==> src/rtl/dnx_pkg.sv <==
package dnx_pkg;

    localparam int ADDR_W = 32;
    localparam int LEN_W  = 13;
    localparam int BAR_W  = 3;

    typedef logic [ADDR_W-1:0] addr_t;
    typedef logic [LEN_W-1:0]  len_t;
    typedef logic [BAR_W-1:0]  bar_t;

    typedef enum logic {
        OP_RD = 1'b0,
        OP_WR = 1'b1
    } op_e;

    // decoded downstream request
    typedef struct packed {
        addr_t addr;
        len_t  len;
        bar_t  bar;
        op_e   op;
    } dreq_t;

    // one window translation entry
    typedef struct packed {
        addr_t base;
        addr_t mask;
    } xent_t;

    // merge kept low bits of the request with the entry's upper bits
    function automatic addr_t remap(input addr_t a, input xent_t e);
        return (e.base & ~e.mask) | (a & e.mask);
    endfunction

    function automatic len_t clip(input len_t l, input len_t cap);
        return (l > cap) ? cap : l;
    endfunction

endpackage

==> src/rtl/dnx_xlate_table.sv <==
module dnx_xlate_table
    import dnx_pkg::*;
#(
    parameter int NUM_BAR = 6
) (
    input  logic  clk,
    input  logic  rst,
    input  logic  cfg_we,
    input  bar_t  cfg_idx,
    input  addr_t cfg_base,
    input  addr_t cfg_mask,
    input  bar_t  rd_idx,
    output logic  rd_hit,
    output xent_t rd_ent
);

    localparam bar_t LAST_IDX = bar_t'(NUM_BAR - 1);

    xent_t tbl [NUM_BAR];

    for (genvar i = 0; i < NUM_BAR; i++) begin : g_ent
        always_ff @(posedge clk) begin
            if (rst) begin
                tbl[i] <= '0;
            end else if (cfg_we && (cfg_idx == bar_t'(i))) begin
                tbl[i].base <= cfg_base;
                tbl[i].mask <= cfg_mask;
            end
        end


        cfg_oob_chk: assert property (@(posedge clk) disable iff (rst)
            (cfg_we && (cfg_idx > LAST_IDX)) |=> $stable(tbl[i]));
    end

    always_comb begin
        rd_ent = '0;
        for (int i = 0; i < NUM_BAR; i++) begin
            if (rd_idx == bar_t'(i)) begin
                rd_ent = tbl[i];
            end
        end
    end

    assign rd_hit = (rd_idx <= LAST_IDX);

endmodule

==> src/rtl/dnx_req_classify.sv <==
module dnx_req_classify
    import dnx_pkg::*;
(
    input  dreq_t req,
    input  logic  rp_mode,
    input  logic  hit,
    input  xent_t ent,
    output addr_t xaddr,
    output logic  bad
);

    logic len_zero;
    logic no_win;

    assign len_zero = (req.len == '0);
    assign no_win   = !rp_mode && !hit;
    assign bad      = len_zero || no_win;
    assign xaddr    = rp_mode ? req.addr : remap(req.addr, ent);

endmodule

==> src/rtl/dnx_burst_gen.sv <==
module dnx_burst_gen
    import dnx_pkg::*;
#(
    parameter int MAX_BURST = 512
) (
    input  logic  clk,
    input  logic  rst,
    input  logic  in_valid,
    output logic  in_ready,
    input  addr_t in_addr,
    input  len_t  in_len,
    input  op_e   in_op,
    input  logic  in_bad,
    output logic  cmd_valid,
    input  logic  cmd_ready,
    output addr_t cmd_addr,
    output len_t  cmd_len,
    output op_e   cmd_op,
    output logic  ca_valid
);

    localparam len_t  CAP  = len_t'(MAX_BURST);
    localparam addr_t STEP = addr_t'(MAX_BURST);

    len_t  rem;
    addr_t nxt_addr;
    len_t  first_len;
    len_t  next_len;
    logic  take;
    logic  drain;

    assign in_ready  = (rem == '0) && (!cmd_valid || cmd_ready);
    assign take      = in_valid && in_ready;
    assign drain     = cmd_valid && cmd_ready;
    assign first_len = clip(in_len, CAP);
    assign next_len  = clip(rem, CAP);

    always_ff @(posedge clk) begin
        if (rst) begin
            cmd_valid <= 1'b0;
            cmd_addr  <= '0;
            cmd_len   <= '0;
            cmd_op    <= OP_RD;
            rem       <= '0;
            nxt_addr  <= '0;
            ca_valid  <= 1'b0;
        end else begin
            ca_valid <= 1'b0;
            if (take) begin
                if (in_bad) begin
                    cmd_valid <= 1'b0;
                    ca_valid  <= (in_op == OP_RD);
                end else if (in_op == OP_WR) begin
                    cmd_valid <= 1'b1;
                    cmd_addr  <= in_addr;
                    cmd_len   <= in_len;
                    cmd_op    <= OP_WR;
                    rem       <= '0;
                end else begin
                    cmd_valid <= 1'b1;
                    cmd_addr  <= in_addr;
                    cmd_len   <= first_len;
                    cmd_op    <= OP_RD;
                    rem       <= in_len - first_len;
                    nxt_addr  <= in_addr + STEP;
                end
            end else if (drain) begin
                if (rem != '0) begin
                    cmd_addr <= nxt_addr;
                    cmd_len  <= next_len;
                    rem      <= rem - next_len;
                    nxt_addr <= nxt_addr + STEP;
                end else begin
                    cmd_valid <= 1'b0;
                end
            end
        end
    end


    cmd_hold_chk: assert property (@(posedge clk) disable iff (rst)
        (cmd_valid && !cmd_ready) |=>
            (cmd_valid && $stable(cmd_addr) && $stable(cmd_len) && $stable(cmd_op)));


    rd_cap_chk: assert property (@(posedge clk) disable iff (rst)
        (cmd_valid && (cmd_op == OP_RD)) |-> ((cmd_len != '0) && (cmd_len <= CAP)));


    split_step_chk: assert property (@(posedge clk) disable iff (rst)
        (drain && (rem != '0)) |=>
            (cmd_valid && (cmd_addr == $past(cmd_addr) + STEP)));


    ca_cause_chk: assert property (@(posedge clk) disable iff (rst)
        ca_valid |-> $past(take && in_bad && (in_op == OP_RD)));


    ca_nocmd_chk: assert property (@(posedge clk) disable iff (rst)
        ca_valid |-> !cmd_valid);


    wr_len_chk: assert property (@(posedge clk) disable iff (rst)
        (cmd_valid && (cmd_op == OP_WR)) |-> (cmd_len != '0));

endmodule

==> src/rtl/dn_req_xlate.sv <==
module dn_req_xlate
    import dnx_pkg::*;
#(
    parameter int NUM_BAR   = 6,
    parameter int MAX_BURST = 512
) (
    input  logic              clk,
    input  logic              rst,
    input  logic              rp_mode,
    input  logic              cfg_we,
    input  logic [BAR_W-1:0]  cfg_idx,
    input  logic [ADDR_W-1:0] cfg_base,
    input  logic [ADDR_W-1:0] cfg_mask,
    input  logic              req_valid,
    output logic              req_ready,
    input  logic [ADDR_W-1:0] req_addr,
    input  logic [LEN_W-1:0]  req_len,
    input  logic [BAR_W-1:0]  req_bar,
    input  logic              req_wr,
    output logic              cmd_valid,
    input  logic              cmd_ready,
    output logic [ADDR_W-1:0] cmd_addr,
    output logic [LEN_W-1:0]  cmd_len,
    output logic              cmd_wr,
    output logic              ca_valid
);

    dreq_t req;
    logic  hit;
    xent_t ent;
    addr_t xaddr;
    logic  bad;
    op_e   cmd_op;

    assign req.addr = req_addr;
    assign req.len  = req_len;
    assign req.bar  = req_bar;
    assign req.op   = req_wr ? OP_WR : OP_RD;

    dnx_xlate_table #(.NUM_BAR(NUM_BAR)) u_tbl (
        .clk      (clk),
        .rst      (rst),
        .cfg_we   (cfg_we),
        .cfg_idx  (cfg_idx),
        .cfg_base (cfg_base),
        .cfg_mask (cfg_mask),
        .rd_idx   (req_bar),
        .rd_hit   (hit),
        .rd_ent   (ent)
    );

    dnx_req_classify u_cls (
        .req     (req),
        .rp_mode (rp_mode),
        .hit     (hit),
        .ent     (ent),
        .xaddr   (xaddr),
        .bad     (bad)
    );

    dnx_burst_gen #(.MAX_BURST(MAX_BURST)) u_bgen (
        .clk       (clk),
        .rst       (rst),
        .in_valid  (req_valid),
        .in_ready  (req_ready),
        .in_addr   (xaddr),
        .in_len    (req.len),
        .in_op     (req.op),
        .in_bad    (bad),
        .cmd_valid (cmd_valid),
        .cmd_ready (cmd_ready),
        .cmd_addr  (cmd_addr),
        .cmd_len   (cmd_len),
        .cmd_op    (cmd_op),
        .ca_valid  (ca_valid)
    );

    assign cmd_wr = (cmd_op == OP_WR);


    rp_pass_chk: assert property (@(posedge clk) disable iff (rst)
        (rp_mode && req_valid && req_ready && (req_len != '0)) |=> (cmd_addr == $past(req_addr)));

endmodule

==> config.mk <==
export PLATFORM = sky130hd
export DESIGN_NAME = dn_req_xlate
export DESIGN_NICKNAME = d
export VERILOG_FILES = /design/src/rtl/dnx_pkg.sv /design/src/rtl/dnx_xlate_table.sv /design/src/rtl/dnx_req_classify.sv /design/src/rtl/dnx_burst_gen.sv /design/src/rtl/dn_req_xlate.sv
export SDC_FILE = /design/constraint.sdc
export NUM_CORES = 1
export LEC_CHECK = 0
export CAP_MARGIN = 30
export CORE_ASPECT_RATIO = 0.75
export CORE_MARGIN = 4
export CORE_UTILIZATION = 64
export CTS_CLUSTER_SIZE = 14
export DETAILED_ROUTE_END_ITERATION = 12
export DONT_BUFFER_PORTS = 1
export PLACE_DENSITY = 0.8
export SETUP_SLACK_MARGIN = 0.3
export SLEW_MARGIN = 15
export SYNTH_ARGS = -nofsm -noshare
export SYNTH_HDL_FRONTEND = slang
export SYNTH_SLANG_ARGS = --single-unit
==> constraint.sdc <==
create_clock -name clk -period 7.2 [get_ports clk]
set_input_delay 1.08 -clock clk [delete_from_list [all_inputs] [get_ports clk]]
set_output_delay 1.08 -clock clk [all_outputs]
set_load 0.005 [all_outputs]
==> results of run 1 <==
[worst register-to-register path, delay by kind of cell (launching register included)]
kind,cells,cell delay (ns)
simple gates,8,3.74
flops,1,0.36
compound gates,1,0.10
[worst paths after layout]
check | start | endpoint | slack, ns | depth (start not counted)
min | u_bgen.nxt_addr[1] | u_bgen.nxt_addr[1] | 0.45 | 2
max reg2reg | u_bgen.rem[9] | u_bgen.nxt_addr[28] | 2.93 | 9
min reg2reg | u_bgen.nxt_addr[1] | u_bgen.nxt_addr[1] | 0.45 | 2
max | u_bgen.rem[9] | u_bgen.nxt_addr[28] | 2.93 | 9
[area by class of cell]
class | instances | share of cell area (%)
antenna | 4 | 0.0408
clock buffer | 57 | 5.21
clock inverter | 29 | 0.729
inverter | 21 | 0.321
multi-input combinational | 1306 | 35.4
sequential | 477 | 54.6
tap | 457 | 2.33
timing repair buffer | 32 | 1.37
[through the flow]
step           utilization (%)  setup slack (ns)  hold WS, ns  area [um^2]  instances
2_1_floorplan                -             0.592        0.432        22600       1936
3_3_place_gp              65.9              2.73        0.433        22900       2285
3_5_place_dp              66.3              2.59        0.439        23000       2292
4_1_cts                   70.5              3.01        0.447        24500       2378
5_1_grt                   70.5              2.66        0.474        24500       2381
6_report                  70.5              2.93        0.446        24500       2383
[Yosys cell counts, types with 16 or more instances]
cell / number
and2_1: 388
edfxtp_1: 384
nand2_1: 133
a21oi_1: 111
nor2_1: 111
dfxtp_1: 93
clkbuf_1: 87
mux2i_1: 61
mux2_2: 58
o21ai_0: 45
a211oi_1: 32
nor3_1: 32
o211ai_1: 27
nand3_1: 21
inv_1: 20
buf_2: 19
o21a_1: 19
o221ai_1: 19
a22oi_1: 17
o22ai_1: 17
and3b_1: 16
[state kept, by name, summed over array words and instances, names as in the netlist]
name,flops
u_bgen.cmd_len,13
u_bgen.rem,13
u_bgen.ca_valid,1
u_tbl.tbl,384
u_bgen.cmd_valid,1
u_bgen.cmd_op,1
u_bgen.nxt_addr,32
u_bgen.cmd_addr,32
[report_power, final]
part | internal, W | switching (W) | total, W
Sequential | 0.00326 | 0.000156 | 0.00342
Clock | 0.00133 | 0.00103 | 0.00236
Combinational | 0.000523 | 0.00109 | 0.00161
[layer usage]
metal	GRT usage [%]	wire (um)	vias to the layer above
met5	0	13	-
met4	11.0	2030	2
met3	8.97	7400	147
met2	48.3	27600	918
met1	43.7	24100	7726
li1	-	-	6984
[logic make-up (layout without fill, tap and decap cells)]
kind of cell / Yosys count / count (layout)
xor+xnor: 11 / 11
compound gates: 386 / 386
simple gates: 776 / 776
mux: 128 / 128
fa+ha+maj: 3 / 3
buf+inv: 153 / 139
other cells: 1 / 6
flops: 477 / 477
==> impl_results.md, run 1 <==
* Worst vdd ir at 0.253 mV
* Most frequent cells in the layout: and2_1 (388), edfxtp_1 (384), nand2_1 (133), a21oi_1 (110), nor2_1 (110)
* Layout net count at 2009
* Overall power at 0.00738 W
* Die height at 171 um
* Min-Delay Path Class: flip-flop to flip-flop
* Synth Warn # at 0
* F_max at 0.234 GHz
* Worst setup EP type: flip-flop
* Post-CTS sizing at 0
* HPWL after DPL at 36500 um
* Register bit total from synthesis at 477
* WL/cell at 25.7 um
* Ports at 171
* CTS tree: done
* Max incr delay on CP at 0.81 ns
* Crit path max-delay family: simple AND/OR/NAND/NOR gates
* Worst Path Arrival at 4.76 ns
* Pin count of the biggest net entering global routing at 140
* Share of cells above drive strength 1 at 10.1%
* Initial antenna violation count at 4
* Vias in the first global route at 15700
* Distinct cells, synth at 86
* Maximum buffer depth of the clock tree at 3
* First-pass GRT wire length at 92400 um
* Drt pass-1 iters at 8
* Multi-input gate area at 0.00868 mm^2
* Sink Count at 477
* Share of the synthesized area in the top cell type at 51.0%
* Final setup vio count at 0
* Setup bufs post-CTS at 0
* Grt ovf at 0
* Mapped Cells at 1935
* Synthesized area at 0.0226 mm^2
* Clock Pin Slew Worst Setup and Hold Paths at 0.06 ns
* Synth Flop Type: edfxtp_1
* RD Place Congestion at 0.883
* Gr usage total at 31.5%
* CP max-delay cell: and2_1
* Final ANT Viol Nets at 0
* Filler instances at 2418
* H-Tree Depth at 2
* Simple-gate area share of the yosys netlist at 19.2%
* DRT Wirelength at 61200 um
* Reg area at 0.0134 mm^2
* Initial drt markers at 2047
* DR vias/cell at 6.62
* Sequential-to-total area share from yosys stat at 59.2%
* Clk root buf: clkbuf_16
* Post-Synth XOR/XNOR Area at 0.426%
* Main combinational cell family by area after synthesis: simple AND/OR/NAND/NOR gates
* Worst Path Required at 7.68 ns
* Post-synthesis compound-gate area fraction at 11.6%
* Measured slew at the worst slew-check pin at 0.962 ns
* Final hold violation count at 0
* Post-synth EDFFs at 384
* Clock buffer count from CTS at 46
* Min cycle time layout at 4.27 ns
* Largest cells by area after synthesis: edfxtp_1 (51%), and2_1 (11%), dfxtp_1 (8.2%)
* Final period util at 59.4%
* Syn avg cell area at 11.7 um^2
* # DRC at 0
* Slew headroom at 35.9%
* Area Overhead vs Synth at 8.44%
* RSZ-0062 raised after global routing: false
* Post-synthesis mux area share at 6.37%
* Vias at 15800
* Type of the worst setup path: flip-flop to flip-flop
* CP Buf/Inv Count at 0
* Max-slew violation count at 0
* Area of the die at 0.0384 mm^2
* Synth Area in Adders at 0.166%
* Post-synth ARST share at 0%
* Clock latency on the worst-skew pair at 0.56 ns
* # rows at 59
* Crit-path cells: or4_1 > nor4b_2 > and2_1 > nand4_1 > nand3_1 > nand3_1 > or3b_2 > or3_1 > o211ai_1
* MaxCap Viol Count at 0
* Die W at 225 um
* Startpoint types: flip-flop
* Most frequent CP cell: nand3_1
* Status: complete, no violations
* Clk_skew at 0.0121 ns
* Leakage at 8.64 nW
* CP Max Fanout at 17
* Buffers on Ports at 0
* Commonest non-fill, non-tap cell in the layout: and2_1
* CORE AREA at 0.0348 mm^2
* Final setup TNS at 0 ns
* CTS Hold Bufs at 0
* Initial Utilization at 65.1%
* P per Cell Area at 301 mW/mm^2
* Synth area leader: edfxtp_1
No activity file was read; power rests on OpenSTA's default activity.
==> run 2, diff against run 1 <==
- clock period: 7.2 -> 4.05 ns (I/O delays scaled with it)
==> run 2 against run 1 <==
Against the previous run:
- count of clock-buffer cells in the layout up 1
- routed wire length down 0.72%
- non-clock buffer count up 30
- via count up 0.51%
- fmax up 20%
- setup slack worse by 2.4 ns
- total power up 84%
- core utilization up 0.85 points
- cell count up 1.2%
- first-iteration DRC count up 11%
- sequential cell count unchanged
==> impl_results.md, run 2 (same netlist as run 1, synthesis figures left out) <==
* RR Startpoint: u_bgen.rem[9]
* Gr usage total at 31.0%
* Min-Delay Path Class: primary input to flip-flop
* Grt peak-use layer: met2
* Worst setup path end: u_bgen.nxt_addr[29]
* Buffers on Ports at 0
* RD Place Congestion at 0.928
* First-pass GRT wire length at 91700 um
* Maximum buffer depth of the clock tree at 3
* Final hold violation count at 0
* HPWL after DPL at 38200 um
* CTS tree: done
* R2R Path End: u_bgen.nxt_addr[29]
* Clock Pin Slew Worst Setup and Hold Paths at 0.06 ns
* Final period util at 87.9%
* Met1 Track Usage GR at 44.1%
* CP max-delay cell: or4_1
* Measured slew at the worst slew-check pin at 0.887 ns
* Grt ovf at 0
* Filler instances at 2376
* Min cycle time layout at 3.56 ns
* # rows at 59
* Crit path max-delay family: simple AND/OR/NAND/NOR gates
* Largest registers: u_tbl.tbl x384, u_bgen.cmd_addr x32, u_bgen.nxt_addr x32
* Share of cells above drive strength 1 at 12.1%
* Critical path depth in cells at 10
* CTS Hold Bufs at 0
* Multi-input gate area at 0.00870 mm^2
* Post-route cell area at 0.0248 mm^2
* Status: complete, no violations
* CP Buf/Inv Count at 1
* Worst vdd ir at 0.617 mV
* Drt pass-1 iters at 7
* Fin util at 71.4%
* Area Overhead vs Synth at 9.75%
* Leakage at 8.81 nW
* Crit-path cells: or4_1 > nor2_2 > nand4_2 > o21a_1 > inv_1 > ha_1 > nor4b_4 > nand4b_4 > or4_1 > a311oi_1
* Met2 Use GR at 49.1%
* Most frequent cells in the layout: and2_1 (387), edfxtp_1 (384), nand2_1 (132), a21oi_1 (110), nor2_1 (110)
* MaxCap Viol Count at 0
* F_max at 0.281 GHz
* CP Max Fanout at 10
* Min-delay src: rst
* Initial Utilization at 65.1%
* Initial antenna violation count at 6
* RSZ-0062 raised after global routing: true
* WL/cell at 25.2 um
* CORE AREA at 0.0348 mm^2
* Ports at 171
* Worst Path Required at 4.51 ns
* Die height at 171 um
* # DRC at 0
* Slew headroom at 40.8%
* GR Util met3 at 6.38%
* Layout net count at 2040
* Final ANT Viol Nets at 0
* Worst Path Arrival at 4.02 ns
* Worst setup EP type: flip-flop
* Clock latency on the worst-skew pair at 0.57 ns
* Number of cells on the worst hold path at 1
* R2R depth at 10
* Most frequent CP cell: or4_1
* Vias at 15900
* Max incr delay on CP at 0.61 ns
* Largest reg by FF count: u_tbl.tbl
* R2R Setup Slk at 0.49 ns
* Initial drt markers at 2266
* Area of the die at 0.0384 mm^2
* Clk_skew at 0.0221 ns
* Pin count of the biggest net entering global routing at 140
* DRT Wirelength at 60700 um
* Reg area at 0.0134 mm^2
* Final setup vio count at 0
* DR vias/cell at 6.57
* Flip-flop count of the largest register after layout at 384
* Type of the worst setup path: flip-flop to flip-flop
* H-Tree Depth at 2
* Die W at 225 um
* Startpoint types: flip-flop
* Critical path startpoint: u_bgen.rem[9]
* Sink Count at 477
* P per Cell Area at 547 mW/mm^2
* Commonest non-fill, non-tap cell in the layout: and2_1
* Clk root buf: clkbuf_16
* Vias in the first global route at 15300
* Max-slew violation count at 0
* Post-DP Area at 0.0232 mm^2
* Clock buffer count from CTS at 47
* Overall power at 0.0136 W
-- run 2: layer usage --
layer  vias to the layer above  wire [um]
met4                         6       1510
met5                         -         41
li1                       7036          -
met1                      7746      24200
met2                       943      28200
met3                       126       6740
-- run 2: power breakdown --
part | switching [W] | total, W | internal [W] | leakage, nW
Sequential | 0.000276 | 0.00607 | 0.00580 | 4.47
Clock | 0.00183 | 0.00440 | 0.00257 | 0.754
Combinational | 0.00197 | 0.00310 | 0.00112 | 3.59
-- run 2: final cells by class --
cell class / count / area share, %
diodes: 4 / 0.0403
clock buffers: 58 / 5.03
clock inverters: 27 / 1.15
inverters: 21 / 0.318
multi-input cells: 1306 / 35.1
flip-flops and latches: 477 / 54.0
well taps: 457 / 2.30
repair buffers: 62 / 2.16
-- run 2: per-stage QoR --
| step | setup WS [ns] | instances | TNS, ns | hold WS [ns] |
|---|---|---|---|---|
| finish | 0.488 | 2412 | 0 | 0.123 |
| global placement | 0.388 | 2319 | 0 | 0.432 |
| floorplan | -0.151 | 1936 | -24.36 | 0.432 |
| detailed placement | 0.246 | 2322 | 0 | 0.443 |
| global route | 0.295 | 2411 | 0 | 0.119 |
| CTS | 0.354 | 2407 | 0 | 0.105 |
-- run 2: worst min path at each step --
stage	end	slack (ns)
6_report	u_bgen.cmd_addr[24]	0.12
5_1_grt	u_bgen.cmd_addr[24]	0.12
4_1_cts	u_bgen.cmd_len[12]	0.10
3_5_place_dp	u_bgen.nxt_addr[3]	0.44
3_3_place_gp	u_bgen.nxt_addr[4]	0.43
2_1_floorplan	u_bgen.nxt_addr[1]	0.43
-- run 2: worst register-to-register path, stage by stage, from the launching register on --
cell	delay (ns)
dfxtp_1	0.36
or4_1	0.62
nor2_2	0.20
nand4_2	0.19
o21a_1	0.30
inv_1	0.10
ha_1	0.21
nor4b_4	0.42
nand4b_4	0.24
or4_1	0.57
a311oi_1	0.26
-- run 2: repair_timing --
| action | in CTS | in global routing |
|---|---|---|
| gates resized for setup | 0 | 6 |
| buffers inserted | 0 | 0 |
| endpoints found under the setup margin | 0 | 9 |
